### config.mk
export PLATFORM = sky130hd
export DESIGN_NAME = frame_store_ctrl
export DESIGN_NICKNAME = d
export VERILOG_FILES = /design/src/rtl/fsc_pkg.sv /design/src/rtl/fsc_burst_planner.sv /design/src/rtl/fsc_beat_counter.sv /design/src/rtl/fsc_data_stage.sv /design/src/rtl/frame_store_ctrl.sv
export SDC_FILE = /design/constraint.sdc
export NUM_CORES = 1
export LEC_CHECK = 0
export ABC_AREA = 1
export ABC_CLOCK_PERIOD_IN_PS = 5360
export BUFFER_PORTS_ARGS = -buffer_cell sky130_fd_sc_hd__clkbuf_2
export CELL_PAD_IN_SITES_DETAIL_PLACEMENT = 0
export CELL_PAD_IN_SITES_GLOBAL_PLACEMENT = 2
export CORE_MARGIN = 1.5
export CORE_UTILIZATION = 31
export DETAILED_ROUTE_END_ITERATION = 8
export PLACE_DENSITY_LB_ADDON = 0.1
export SLEW_MARGIN = 30
export SYNTH_ARGS = -nofsm -noshare
export SYNTH_HDL_FRONTEND = slang
export SYNTH_SLANG_ARGS = --single-unit
### constraint.sdc
create_clock -name clk -period 5.36 [get_ports clk]
set_clock_uncertainty 0.05 [all_clocks]
set_input_delay 1.072 -clock clk [delete_from_list [all_inputs] [get_ports clk]]
set_output_delay 1.072 -clock clk [all_outputs]
set_load 0.01 [all_outputs]
### src/rtl/fsc_pkg.sv
package fsc_pkg;
  typedef enum logic [1:0] {
    ST_IDLE = 2'd0,
    ST_REQ  = 2'd1,
    ST_DATA = 2'd2,
    ST_WAIT = 2'd3
  } fsc_state_e;
endpackage

### src/rtl/fsc_burst_planner.sv
module fsc_burst_planner #(
  parameter int ADDR_W     = 32,
  parameter int BEATS_W    = 16,
  parameter int BURST_W    = 7,
  parameter int MAX_BURST  = 64,
  parameter int BEAT_SHIFT = 2
) (
  input  logic               clk,
  input  logic               rst,
  input  logic               load_i,
  input  logic [ADDR_W-1:0]  load_addr_i,
  input  logic [BEATS_W-1:0] load_beats_i,
  input  logic               advance_i,
  output logic [ADDR_W-1:0]  addr_o,
  output logic [BURST_W-1:0] burst_o,
  output logic               last_o
);
  logic [ADDR_W-1:0]  addr_q;
  logic [BEATS_W-1:0] remain_q;
  logic [BURST_W-1:0] burst_q;
  logic [BEATS_W-1:0] remain_next;

  function automatic logic [BURST_W-1:0] clip(input logic [BEATS_W-1:0] n);
    return (n > BEATS_W'(MAX_BURST)) ? BURST_W'(MAX_BURST) : BURST_W'(n);
  endfunction

  assign remain_next = remain_q - BEATS_W'(burst_q);

  always_ff @(posedge clk) begin
    if (rst) begin
      addr_q   <= '0;
      remain_q <= '0;
      burst_q  <= '0;
    end else if (load_i) begin
      addr_q   <= load_addr_i;
      remain_q <= load_beats_i;
      burst_q  <= clip(load_beats_i);
    end else if (advance_i) begin
      addr_q   <= addr_q + (ADDR_W'(burst_q) << BEAT_SHIFT);
      remain_q <= remain_next;
      burst_q  <= clip(remain_next);
    end
  end

  assign addr_o  = addr_q;
  assign burst_o = burst_q;
  assign last_o  = (remain_q == BEATS_W'(burst_q));
endmodule

### src/rtl/fsc_beat_counter.sv
module fsc_beat_counter #(
  parameter int BURST_W = 7
) (
  input  logic               clk,
  input  logic               rst,
  input  logic               clear_i,
  input  logic               inc_i,
  input  logic [BURST_W-1:0] burst_i,
  output logic               last_beat_o
);
  logic [BURST_W-1:0] cnt_q;

  always_ff @(posedge clk) begin
    if (rst || clear_i) cnt_q <= '0;
    else if (inc_i)     cnt_q <= cnt_q + BURST_W'(1);
  end

  assign last_beat_o = ((cnt_q + BURST_W'(1)) == burst_i);
endmodule

### src/rtl/fsc_data_stage.sv
module fsc_data_stage #(
  parameter int DATA_W = 24
) (
  input  logic              clk,
  input  logic              rst,
  input  logic              take_i,
  input  logic [DATA_W-1:0] data_i,
  output logic [DATA_W-1:0] data_o,
  output logic              valid_o
);
  always_ff @(posedge clk) begin
    if (rst) valid_o <= 1'b0;
    else     valid_o <= take_i;
  end

  always_ff @(posedge clk) begin
    if (take_i) data_o <= data_i;
  end
endmodule

### src/rtl/frame_store_ctrl.sv
module frame_store_ctrl
  import fsc_pkg::*;
#(
  parameter int ADDR_W     = 32,
  parameter int SIZE_W     = 17,
  parameter int DATA_W     = 24,
  parameter int BEAT_BYTES = 4,
  parameter int MAX_BURST  = 64,
  localparam int BEAT_SHIFT = $clog2(BEAT_BYTES),
  localparam int BURST_W    = $clog2(MAX_BURST + 1),
  localparam int LEN_W      = BURST_W + BEAT_SHIFT
) (
  input  logic              clk,
  input  logic              rst,
  input  logic              start_i,
  input  logic [ADDR_W-1:0] start_addr_i,
  input  logic [SIZE_W-1:0] start_size_i,
  output logic              start_ready_o,
  input  logic              pix_valid_i,
  input  logic [DATA_W-1:0] pix_data_i,
  output logic              pix_ready_o,
  output logic [ADDR_W-1:0] wr_addr_o,
  output logic [LEN_W-1:0]  wr_len_o,
  output logic              wr_valid_o,
  output logic [DATA_W-1:0] wr_data_o,
  output logic              wr_data_valid_o,
  input  logic              wr_complete_i,
  output logic              write_done_o
);
  localparam int BEATS_W = SIZE_W + 1 - BEAT_SHIFT;

  fsc_state_e         state_q, state_d;
  logic [SIZE_W:0]    size_round;
  logic [BEATS_W-1:0] start_beats;
  logic               accept_start, take, burst_end, last_beat, last_burst, advance;
  logic [BURST_W-1:0] burst_beats;

  assign size_round   = {1'b0, start_size_i} + (SIZE_W+1)'(BEAT_BYTES - 1);
  assign start_beats  = size_round[SIZE_W:BEAT_SHIFT];
  assign accept_start = (state_q == ST_IDLE) && start_i && (start_beats != '0);
  assign take         = (state_q == ST_DATA) && pix_valid_i;
  assign burst_end    = take && last_beat;
  assign advance      = burst_end && !last_burst;

  always_comb begin
    state_d = state_q;
    unique case (state_q)
      ST_IDLE: if (accept_start) state_d = ST_REQ;
      ST_REQ:  state_d = ST_DATA;
      ST_DATA: if (burst_end) state_d = last_burst ? ST_WAIT : ST_REQ;
      ST_WAIT: if (wr_complete_i) state_d = ST_IDLE;
      default: state_d = ST_IDLE;
    endcase
  end

  always_ff @(posedge clk) begin
    if (rst) state_q <= ST_IDLE;
    else     state_q <= state_d;
  end

  fsc_burst_planner #(
    .ADDR_W(ADDR_W), .BEATS_W(BEATS_W), .BURST_W(BURST_W),
    .MAX_BURST(MAX_BURST), .BEAT_SHIFT(BEAT_SHIFT)
  ) u_planner (
    .clk(clk), .rst(rst),
    .load_i(accept_start), .load_addr_i(start_addr_i), .load_beats_i(start_beats),
    .advance_i(advance),
    .addr_o(wr_addr_o), .burst_o(burst_beats), .last_o(last_burst)
  );

  fsc_beat_counter #(.BURST_W(BURST_W)) u_beats (
    .clk(clk), .rst(rst),
    .clear_i(state_q == ST_REQ), .inc_i(take),
    .burst_i(burst_beats), .last_beat_o(last_beat)
  );

  fsc_data_stage #(.DATA_W(DATA_W)) u_data (
    .clk(clk), .rst(rst), .take_i(take), .data_i(pix_data_i),
    .data_o(wr_data_o), .valid_o(wr_data_valid_o)
  );

  assign wr_len_o      = LEN_W'(burst_beats) << BEAT_SHIFT;
  assign wr_valid_o    = (state_q == ST_REQ);
  assign pix_ready_o   = (state_q == ST_DATA);
  assign start_ready_o = (state_q == ST_IDLE);
  assign write_done_o  = (state_q == ST_WAIT) && wr_complete_i;
endmodule

# Word level (Yosys, flattened, before mapping)

Index checks and enable logic that the tools add are counted.

Shift-type cells: 0
$mul: 0
Mux-type cells: 13
Bitwise logic cells: 0
$add $sub $neg: 4
Eq/ne operators: 8
Magnitude comparators: 2
Divide/modulo/power cells: 0
Reductions and logical operators: 12

Operators with widths:

| cell                    | number |
|---|---|
| $mux W32                | 2 |
| $add A32 B9 Y32         | 1 |
| $gt A16 B7 Y1 const B   | 2 |
| $mux W16                | 2 |
| $mux W7                 | 4 |
| $add A17 B2 Y18 const B | 1 |
| $eq A16 B7 Y1           | 1 |
| $reduce_bool A16 Y1     | 1 |
| $sub A16 B7 Y16         | 1 |
| $mux W2                 | 4 |
| $pmux W2 S4             | 1 |
| $add A7 B1 Y7 const B   | 1 |
| $eq A7 B7 Y1            | 1 |
| $logic_and A1 B1 Y1     | 6 |
| $eq A2 B2 Y1 const B    | 2 |
| $ne A2 B1 Y1 const B    | 2 |
| $reduce_and A3 Y1       | 1 |
| $eq A2 B1 Y1 const B    | 1 |
| $logic_not A2 Y1        | 1 |
| $ne A2 B2 Y1 const B    | 1 |
| $reduce_bool A2 Y1      | 1 |
| $logic_not A1 Y1        | 1 |
| $logic_or A1 B1 Y1      | 1 |

Word-level logic and storage cells: 46
Bits in latches: 0
Memory bits (writable): 0
Flip-flop bits (word level): 89
Memories: 0
Bits in read-only memories: 0
Output and inout port bits: 70

# Logic depth before layout (Yosys ltp)

Gate-level depths: netlist (run 1).

Word-level depth: 6
Gate-level depth with buffers: 19
Depth with buffers taken out: 19

# Cells and area by module

A second synthesis (run 1) with hierarchy kept.

Cells, all modules: 934
Area total of the unflattened synthesis: 6254.7 um^2

By module, submodules not included:

| module            | area an instance (um^2) | times used | seq. area each (um^2) | cells an instance |
|---|---|---|---|---|
| fsc_burst_planner | 4191.5                  | 1          | 1101.1                | 653 |
| frame_store_ctrl  | 775.7                   | 1          | 40.0                  | 163 |
| fsc_data_stage    | 750.7                   | 1          | 740.7                 | 27 |
| fsc_beat_counter  | 536.8                   | 1          | 140.1                 | 91 |

# Worst setup path before layout (run 1)

No wires, ideal clock.

Kind: input to register
Start: input pix_valid_i
End: register u_planner.burst_q[2], in the netlist u_planner.burst_o[2]
Cell stages on the path: 15
Library setup time: 0.109 ns
Required time: 5.201 ns
Path buffers: 2
Setup slack: 2.437 ns
Arrival: 2.764 ns
Cells stage by stage: inv_1 > nor2_4 > nand3_1 > nor2_1 > nand2_1 > nor2_2 > nand2_1 > nor2_4 > nand2_4 > nand2_4 > buf_6 > buf_6 > nand3_1 > nand2_1 > inv_1

Word-level cells in the longest chain between the ends: 4

Ends and longest elaborated chain:

| what                                | line                    | RTL |
|---|---|---|
| start, declared                     | frame_store_ctrl.sv:19  | `input logic pix_valid_i,` |
| $logic_and A1 B1 Y1                 | frame_store_ctrl.sv:41  | `assign take = (state_q == ST_DATA) && pix_valid_i;` |
| via take                            | frame_store_ctrl.sv:35  | `logic accept_start, take, burst_end, last_beat, last_burst, advance;` |
| $logic_and A1 B1 Y1                 | frame_store_ctrl.sv:42  | `assign burst_end = take && last_beat;` |
| $logic_and A1 B1 Y1                 | frame_store_ctrl.sv:43  | `assign advance = burst_end && !last_burst;` |
| $reduce_bool A2 Y1 (no source line) | --                      |  |
| end signal, assigned                | fsc_burst_planner.sv:37 | `burst_q <= clip(load_beats_i);` |
| end signal, assigned                | fsc_burst_planner.sv:41 | `burst_q <= clip(remain_next);` |
| end, declared                       | fsc_burst_planner.sv:20 | `logic [BURST_W-1:0] burst_q;` |

The timed path passes the listed nets, and every way through them passes these cells.
A chain may end at the register's enable or synchronous reset.

# Final worst setup path (run 1)

Start: input start_size_i[2]
End: register u_planner.remain_q[5]

Word-level cells in the longest chain between the ends: 4
Elaborated cells on any way between the ends: 5
Those cells by class: 1 x add/sub; 1 x mux; 3 x reduce/logical

Ends and longest elaborated chain:

| what                                                  | line                    | RTL |
|---|---|---|
| start, declared                                       | frame_store_ctrl.sv:17  | `input logic [SIZE_W-1:0] start_size_i,` |
| $add A17 B2 Y18 (*)                                   | frame_store_ctrl.sv:38  | `assign size_round = {1'b0, start_size_i} + (SIZE_W+1)'(BEAT_BYTES - 1);` |
| $reduce_bool A16 Y1                                   | frame_store_ctrl.sv:40  | `assign accept_start = (state_q == ST_IDLE) && start_i && (start_beats != '0);` |
| $logic_and A1 B1 Y1                                   | frame_store_ctrl.sv:40  |  |
| $mux W16 / $reduce_bool A2 Y1 (equally long branches) | --                      |  |
| end signal, assigned                                  | fsc_burst_planner.sv:36 | `remain_q <= load_beats_i;` |
| end signal, assigned                                  | fsc_burst_planner.sv:40 | `remain_q <= remain_next;` |
| end, declared                                         | fsc_burst_planner.sv:19 | `logic [BEATS_W-1:0] remain_q;` |

Mark *: on every way between the ends. The rest lies on a longest branch, timed or not.

==> results of run 1 <==
-- cell type report --
class / instances / area, µm²
clock buffer: 9 / 225
sequential: 89 / 2020
fill: 2178 / 12100
multi-input combinational: 693 / 3430
inverter: 154 / 579
timing repair buffer: 149 / 756
tap: 265 / 332
clock inverter: 7 / 100
-- registers in the layout (all words and copies together), names as in the netlist --
register,count
u_data.data_o,24
u_beats.cnt_q,7
state_q,2
u_planner.burst_o,7
u_planner.remain_q,16
u_data.valid_o,1
u_planner.addr_o,32
-- critical path: cells and delay by family --
family                 cells  cell delay (ns)
and+or+nand+nor           13             1.80
buffers and inverters      4             0.81
-- power groups by stage --
stage	sequential [µW]	clock (µW)	combinational (µW)
final	966	720	1430
after detailed placement	985	0	1450
after floorplan	976	0	1010
after global routing	988	760	1650
after CTS	969	740	1450
after global placement	985	0	1450
-- per-layer routing --
layer  vias to the layer above  track usage, %
li1                       3348               -
met1                      2821            25.6
met2                        92            33.1
met3                        16            2.55
met4                         0            4.78
met5                         -               0
-- logic make-up (layout without fill, tap and decap cells) --
| logic type | count (synthesis) | after routing |
|---|---|---|
| xor gates and xnor gates | 33 | 33 |
| and+or+nand+nor | 536 | 536 |
| DFF | 89 | 89 |
| other | 1 | 2 |
| AOI/OAI and AO/OA | 105 | 105 |
| adders and majority gates | 17 | 17 |
| buffers and inverters | 181 | 319 |
-- metrics by stage --
step	setup slack [ns]	cell area (µm²)
6_report	1.84	7450
5_1_grt	1.43	7450
4_1_cts	1.81	7450
3_5_place_dp	1.43	7120
3_3_place_gp	1.47	7120
2_1_floorplan	2.44	6200
-- synthesized netlist by cell type, drive strengths merged, types with 10 or more instances --
| cell | count |
|---|---|
| dfxtp | 65 |
| ha | 15 |
| inv | 152 |
| clkbuf | 10 |
| o21ai | 53 |
| buf | 17 |
| nand2 | 257 |
| nand4 | 26 |
| xor2 | 27 |
| a21oi | 36 |
| nor2 | 118 |
| nor3 | 28 |
| edfxtp | 24 |
| nand3 | 95 |
-- how the worst max path moves through the flow --
stage | start | end | slack, ns | depth (start not counted)
after floorplan | pix_valid_i | u_planner.burst_o[2]$_SDFFE_PP0P_ | 2.44 | 15
after global placement | start_size_i[2] | u_planner.remain_q[10]$_SDFFE_PP0P_ | 1.47 | 17
after detailed placement | start_size_i[2] | u_planner.remain_q[10]$_SDFFE_PP0P_ | 1.43 | 17
after CTS | start_size_i[2] | u_planner.remain_q[5]$_SDFFE_PP0P_ | 1.81 | 17
after global routing | start_size_i[2] | u_planner.remain_q[5]$_SDFFE_PP0P_ | 1.43 | 17
final | start_size_i[2] | u_planner.remain_q[5]$_SDFFE_PP0P_ | 1.84 | 17
==> results.md, run 1 <==
- CTS tree: built
- Hold Path End: u_planner.addr_o[0]$_SDFFE_PP0P_
- CP max stage delay: between 0.4 and 0.5 ns
- Top FF cell, synth: dfxtp_1
- Post-CTS Repair Setup Buffers: 0
- Hold path depth: 2
- Finish-stage setup viols: 0
- Post-DP HPWL: between 15000 and 20000 µm
- Leakage: ~0.0037 µW
- Least-Margin Pin Slew: 0.774 ns
- Clk_lat worst skew: about 0.35 ns
- Post-CTS Hold Fix Bufs: 0
- # resized after CTS: 0
- Cell Count, Final, Fillers Out: ~1400
- Ys async rst share: 0%
- XOR/XNOR share of the synthesized area: 4.66%
- Syn Std Cell Area: between 6000 and 7000 µm²
- Worst hold path type: reg -> reg
- Net Switching: approximately 1400 µW
- #FFs+latches synth: 89
- Period Utilization, post-route: 65.7%
- Top Layer Used: met4
- Fin util: a little under two fifths
- Sw Ratio: between 40 and 50%
- First-pass GRT wire length: roughly 31000 µm
- Setup TNS: 0 ns
- Synth Warn #: 0
- Met2 wire length: around 9500 µm
- Netlist cell types: approximately 40
- # IOs: 148
- Reg power frac: 31.0%
- Die area: between 20000 and 25000 µm²
- Via count of the first global-routing pass: 5916
- P&R area growth vs syn: 20.2%
- IO Port Bufs: 145
- Worst Path Arrival: 3.72 ns
- Final WL: between 15000 and 20000 µm
- Maximum root-to-sink buffer count: 2
- Post-synthesis mux area share: 0%
- Post-synth top area share: a little over a fifth
- Internal: 1720 µW
- Reg2Reg Depth: 13
- Final GP Congestion: 0.807
- Syn_area_per_cell: around 6.4 µm²
- Power share of the clock group: a little under a quarter
- # rows: 51
- Final Hold Viols: 0
- Main combinational cell family by area after synthesis: simple AND/OR/NAND/NOR gates
- GRT Total Usage: approximately 19%
- RSZ-0062 raised after global routing: false
- Synth top area cells: dfxtp_1, nand2_1, edfxtp_1, inv_1, nand3_1
- CP Class: in -> reg
- Chip Width: between 100 and 150 µm
- Post-synth EDFFs: 24
- Met1 WL: between 9000 and 10000 µm
- Share of cells above drive strength 1: roughly 17%
- Compound-gate portion of the synthesized area: under 10%
- Top cell by count, worst path: nand2_1
- Hold Path Origin: u_planner.addr_o[0]$_SDFFE_PP0P_
- Cell count after synthesis: around 960
- First-pass iteration count of the detailed router: 6
- R2r endpoint: u_planner.addr_o[5]$_SDFFE_PP0P_
- Most frequent cells in the layout: nand2_1, inv_1, clkbuf_2
- Final worst path period need: about 3.5 ns
- Post-route DRC: 0
- Data required time of the critical path: between 5 and 6 ns
- GR Overflow Total: 0
- Vias per Instance: about 4.6
- Fin Hold WS: 0.439 ns
- Post-synth top area cell: dfxtp_1
- Simple logic cell fraction of the synthesized area: ~38%
- CP Capture Type: register
- Largest net degree at the start of global routing: between 40 and 50
- Seq/Total Area, Yosys: approximately a third
- RR Startpoint: u_beats.cnt_q[0]$_SDFFE_PP0P_
- Worst R2R Setup Slack: 2.40 ns
- FMAX: approximately 280 MHz
- Startpoint Class: primary input
- Tot Pwr: about 3100 µW
- Worst VDD drop: 0.172 mV
- Initial drt markers: 320
- Via count: between 6000 and 7000
- Num CTS Buffers: 9
- Slew headroom: 48.3%
- Worst-path cell chain: clkbuf_2 -> nand2_2 -> nor2_2 -> nand2_1 -> nor2_1 -> nand2_1 -> nand2_1 -> nand2_1 -> nor2_2 -> nand3_4 -> nand2_4 -> buf_4 -> inv_2 -> nand2_1 -> nand3_1 -> nand2_1 -> inv_1
- CTS Root Cell: clkbuf_16
- Clock tree sinks: just under 90
- Avg WL per Cell: roughly 14 µm
- PD cells: 419 nW/µm²
- Core Region: a little under 20000 µm²
- Die Y: 144 µm
- ANT nets after route: 0
- Adder-Cell Fraction of Synth Area: 3.68%
- Power share of the combinational group: between 40% and 50%
- Initial antenna violation count: 0
- Commonest non-fill, non-tap cell in the layout: nand2_1
- Status: finished, final reports clean
- Critical path's slowest cell: buf_4
- Starting Density: 31.7%
- Final Max Tran Viols: 0
- Clock-pin slew on the worst setup and hold paths: roughly 0.070 ns
- CP Max Fanout: 45
- H-tree depth: 3
- Final #Nets: about 1200
- Dpl cells: 1350
- Total of max-cap violations: 0
- Met3 wire length: roughly 550 µm
- ANT cells: 0
(Power assumes the default switching activity.)
==> inputs of run 2 (changes only) <==
--- a/config.mk
+++ b/config.mk
@@ -5,13 +5,13 @@
 export SDC_FILE = /design/constraint.sdc
 export NUM_CORES = 1
 export LEC_CHECK = 0
-export ABC_AREA = 1
-export ABC_CLOCK_PERIOD_IN_PS = 5360
+export ABC_AREA = 0
+export ABC_CLOCK_PERIOD_IN_PS = 2840
 export BUFFER_PORTS_ARGS = -buffer_cell sky130_fd_sc_hd__clkbuf_2
 export CELL_PAD_IN_SITES_DETAIL_PLACEMENT = 0
 export CELL_PAD_IN_SITES_GLOBAL_PLACEMENT = 2
 export CORE_MARGIN = 1.5
-export CORE_UTILIZATION = 31
+export CORE_UTILIZATION = 27
 export DETAILED_ROUTE_END_ITERATION = 8
 export PLACE_DENSITY_LB_ADDON = 0.1
 export SLEW_MARGIN = 30
==> constraint.sdc (replaced) <==
create_clock -name clk -period 2.84 [get_ports clk]
set_clock_uncertainty 0.05 [all_clocks]
set_input_delay 0.568 -clock clk [delete_from_list [all_inputs] [get_ports clk]]
set_output_delay 0.568 -clock clk [all_outputs]
set_load 0.01 [all_outputs]
==> run 2 against run 1 <==
Against the previous run:
- total power is 7.7% higher
- synthesized cell count is 40% lower
- the run now ends with design-rule violations left
- register-to-register slack worse by 2.2 ns
- count of clock-buffer cells in the layout stayed put
- routed wire length is 12% lower
- final cell count is 28% lower
- core utilization is 1.8 points lower
- sequential share of layout area is 3.6 points higher
- cell area is 12% lower
- synthesized area is 18% lower
==> results.md, run 2 <==
- Final #Nets: 841 (-29%)
- Total of max-cap violations: 0 (unchanged)
- Die Y: 140 µm (-3.2%)
- Setup TNS: 0 ns (unchanged)
- H-tree depth: 3 (unchanged)
- Worst Path Arrival: 2.87 ns (-0.85 ns)
- FMAX: approximately 370 MHz
- Avg WL per Cell: 17.8 µm (+23%)
- Via count: 5105 (-19%)
- GRT Total Usage: 17.8% (-1.5 points)
- Finish-stage setup viols: 0 (unchanged)
- # rows: 49 (-3.9%)
- PD cells: 510 nW/µm² (+22%)
- Synth Warn #: 0 (unchanged)
- Maximum root-to-sink buffer count: 2 (unchanged)
- P&R area growth vs syn: 30.4%
- Leakage: 0.00265 µW (-29%)
- IO Port Bufs: 145 (unchanged)
- Final Hold Viols: 0 (unchanged)
- Die area: 19500 µm² (-6.2%)
- Most frequent cells in the layout: clkbuf_2, dfxtp_1, nand2_1
- Final worst path period need: between 2 and 3 ns
- Top cell types by occurrence after synthesis: dfxtp_1, nand2_1, nor2_1
- Starting Density: 27.8% (-3.9 points)
- Clk_lat worst skew: 0.35 ns (about the same)
- Num CTS Buffers: 9 (unchanged)
- Synth top area cells: dfxtp_1, edfxtp_1, xnor2_1, nand2_1, a21oi_1
- Most instantiated library cell after synthesis: dfxtp_1
- Reg2Reg Depth: 8 (-5)
- Syn_area_per_cell: 8.71 µm² (+35%)
- Clock-pin slew on the worst setup and hold paths: 0.08 ns (about the same)
- Hold path depth: 1 (-1)
- Final WL: 17400 µm (-12%)
- Core Region: 18100 µm² (-7.1%)
- Fin util: 36.3% (-1.8 points)
- Chip Width: 140 µm (-3.2%)
- Post-synth EDFFs: 24 (unchanged)
- CTS tree: built
- Data required time of the critical path: 3.04 ns (-2.52 ns)
- CP Capture Type: register
- Seq/Total Area, Yosys: 40.0% (+7.4 points)
- Max reg flops: 32 (unchanged)
- RSZ-0062 raised after global routing: true
- Largest net degree at the start of global routing: 35 (-24%)
- Vias per Instance: 5.21 (+13%)
- GR Overflow Total: 0 (unchanged)
- Initial drt markers: 278 (-13%)
- Worst VDD drop: 0.285 mV (+66%)
- Period Utilization, post-route: a little over nine tenths
- CP Max Fanout: 12 (-73%)
- Syn Std Cell Area: 5050 µm² (-18%)
- Top FF cell, synth: dfxtp_1
- Post-DP HPWL: 13500 µm (-13%)
- Startpoint Class: register
- First-pass GRT wire length: 27500 µm (-12%)
- Clock tree sinks: 89 (unchanged)
- ANT cells: 0 (unchanged)
- Final GP Congestion: 0.852 (+5.5%)
- # IOs: 148 (unchanged)
- Final Max Tran Viols: 0 (unchanged)
- ANT nets after route: 0 (unchanged)
- Post-synth top area share: 25.8% (+4.8 points)
- Share of cells above drive strength 1: 29.2% (+12 points)
- CP Class: reg -> reg
- Via count of the first global-routing pass: 5118 (-13%)
- #FFs+latches synth: 89 (unchanged)
- Least-Margin Pin Slew: 0.627 ns (-0.147 ns)
- Netlist cell types: 62 (+51%)
- CTS Root Cell: clkbuf_16
- Cell count after synthesis: 580 (-40%)
- Failing checks: design-rule violations
- Worst hold path type: in -> reg
- Status: finished with violations
- Initial antenna violation count: 0 (unchanged)
- Post-route DRC: 14 (+14)
- Post-synth top area cell: dfxtp_1
- First-pass iteration count of the detailed router: 7 (+1)
- Commonest non-fill, non-tap cell in the layout: clkbuf_2
- Ys async rst share: 0% (unchanged)
- Slew headroom: 58.0% (+9.7 points)
## run 2: layout make-up
cell class | count | area (µm²)
fill | 1939 | 11600
multi-input combinational | 439 | 2860
sequential | 89 | 2020
timing repair buffer | 182 | 1030
tap | 229 | 287
clock buffer | 9 | 225
inverter | 25 | 93.8
clock inverter | 7 | 73.8
## run 2: cells by family (layout without fill, tap and decap cells)
group	Yosys count	in the layout	share of synthesized area, %
xor gates and xnor gates	39	39	6.76
other	1	2	0.0742
muxes	5	5	1.04
DFF	89	89	40.0
and+or+nand+nor	207	207	20.5
buffers and inverters	53	223	4.41
AOI/OAI and AO/OA	169	169	22.7
adders and majority gates	17	17	4.51
## run 2: metrics by stage
stage	power (µW)	instances	cell area [µm²]	hold slack [ns]	worst slack [ns]
2_1_floorplan	1850	581	5060	0.386	0.243
3_3_place_gp	2170	963	6250	0.396	-0.0134
3_5_place_dp	2170	963	6250	0.406	-0.0701
4_1_cts	3400	979	6550	0.324	0.0103
5_1_grt	3540	980	6590	0.319	-0.0157
6_report	3360	980	6590	0.338	0.167
## run 2: worst paths after layout
kind                               startpoint                                 to  slack (ns)
min                            pix_data_i[17]        u_data.data_o[17]$_DFFE_PP_        0.34
min reg2reg  u_planner.addr_o[0]$_SDFFE_PP0P_   u_planner.addr_o[0]$_SDFFE_PP0P_        0.41
max             u_beats.cnt_q[3]$_SDFFE_PP0P_  u_planner.addr_o[25]$_SDFFE_PP0P_        0.17
max reg2reg     u_beats.cnt_q[3]$_SDFFE_PP0P_  u_planner.addr_o[25]$_SDFFE_PP0P_        0.17
## run 2: power breakdown
| group | leakage [µW] | total [µW] | switching (µW) | internal (µW) |
|---|---|---|---|---|
| logic | 0.00176 | 711 | 418 | 293 |
| registers | 0.000752 | 1440 | 65.6 | 1370 |
| clock network | 0.000140 | 1210 | 590 | 622 |
## run 2: per-layer routing
layer	global-route usage, %	share of wire, %
met2	29.3	46
met1	23.5	46
met3	2.96	5.8
met5	0	0
met4	6.76	1.8
## run 2: critical path, stage by stage, from the launching register on
cell and delay, ns:
dfxtp_1 0.44, nand3_2 0.13, o21a_1 0.19, or4b_4 0.57
a221oi_4 0.31, buf_4 0.24, and3b_1 0.20, nand4_1 0.12
mux2_1 0.32
## run 2: what timing repair did
| item | in CTS | in global routing |
|---|---|---|
| hold buffers | 0 | 0 |
| pin swaps | 0 | 3 |
| gates resized for setup | 1 | 10 |
| cloned | 0 | 0 |
| setup buffers | 0 | 1 |
| endpoints found under the setup margin | 3 | 19 |
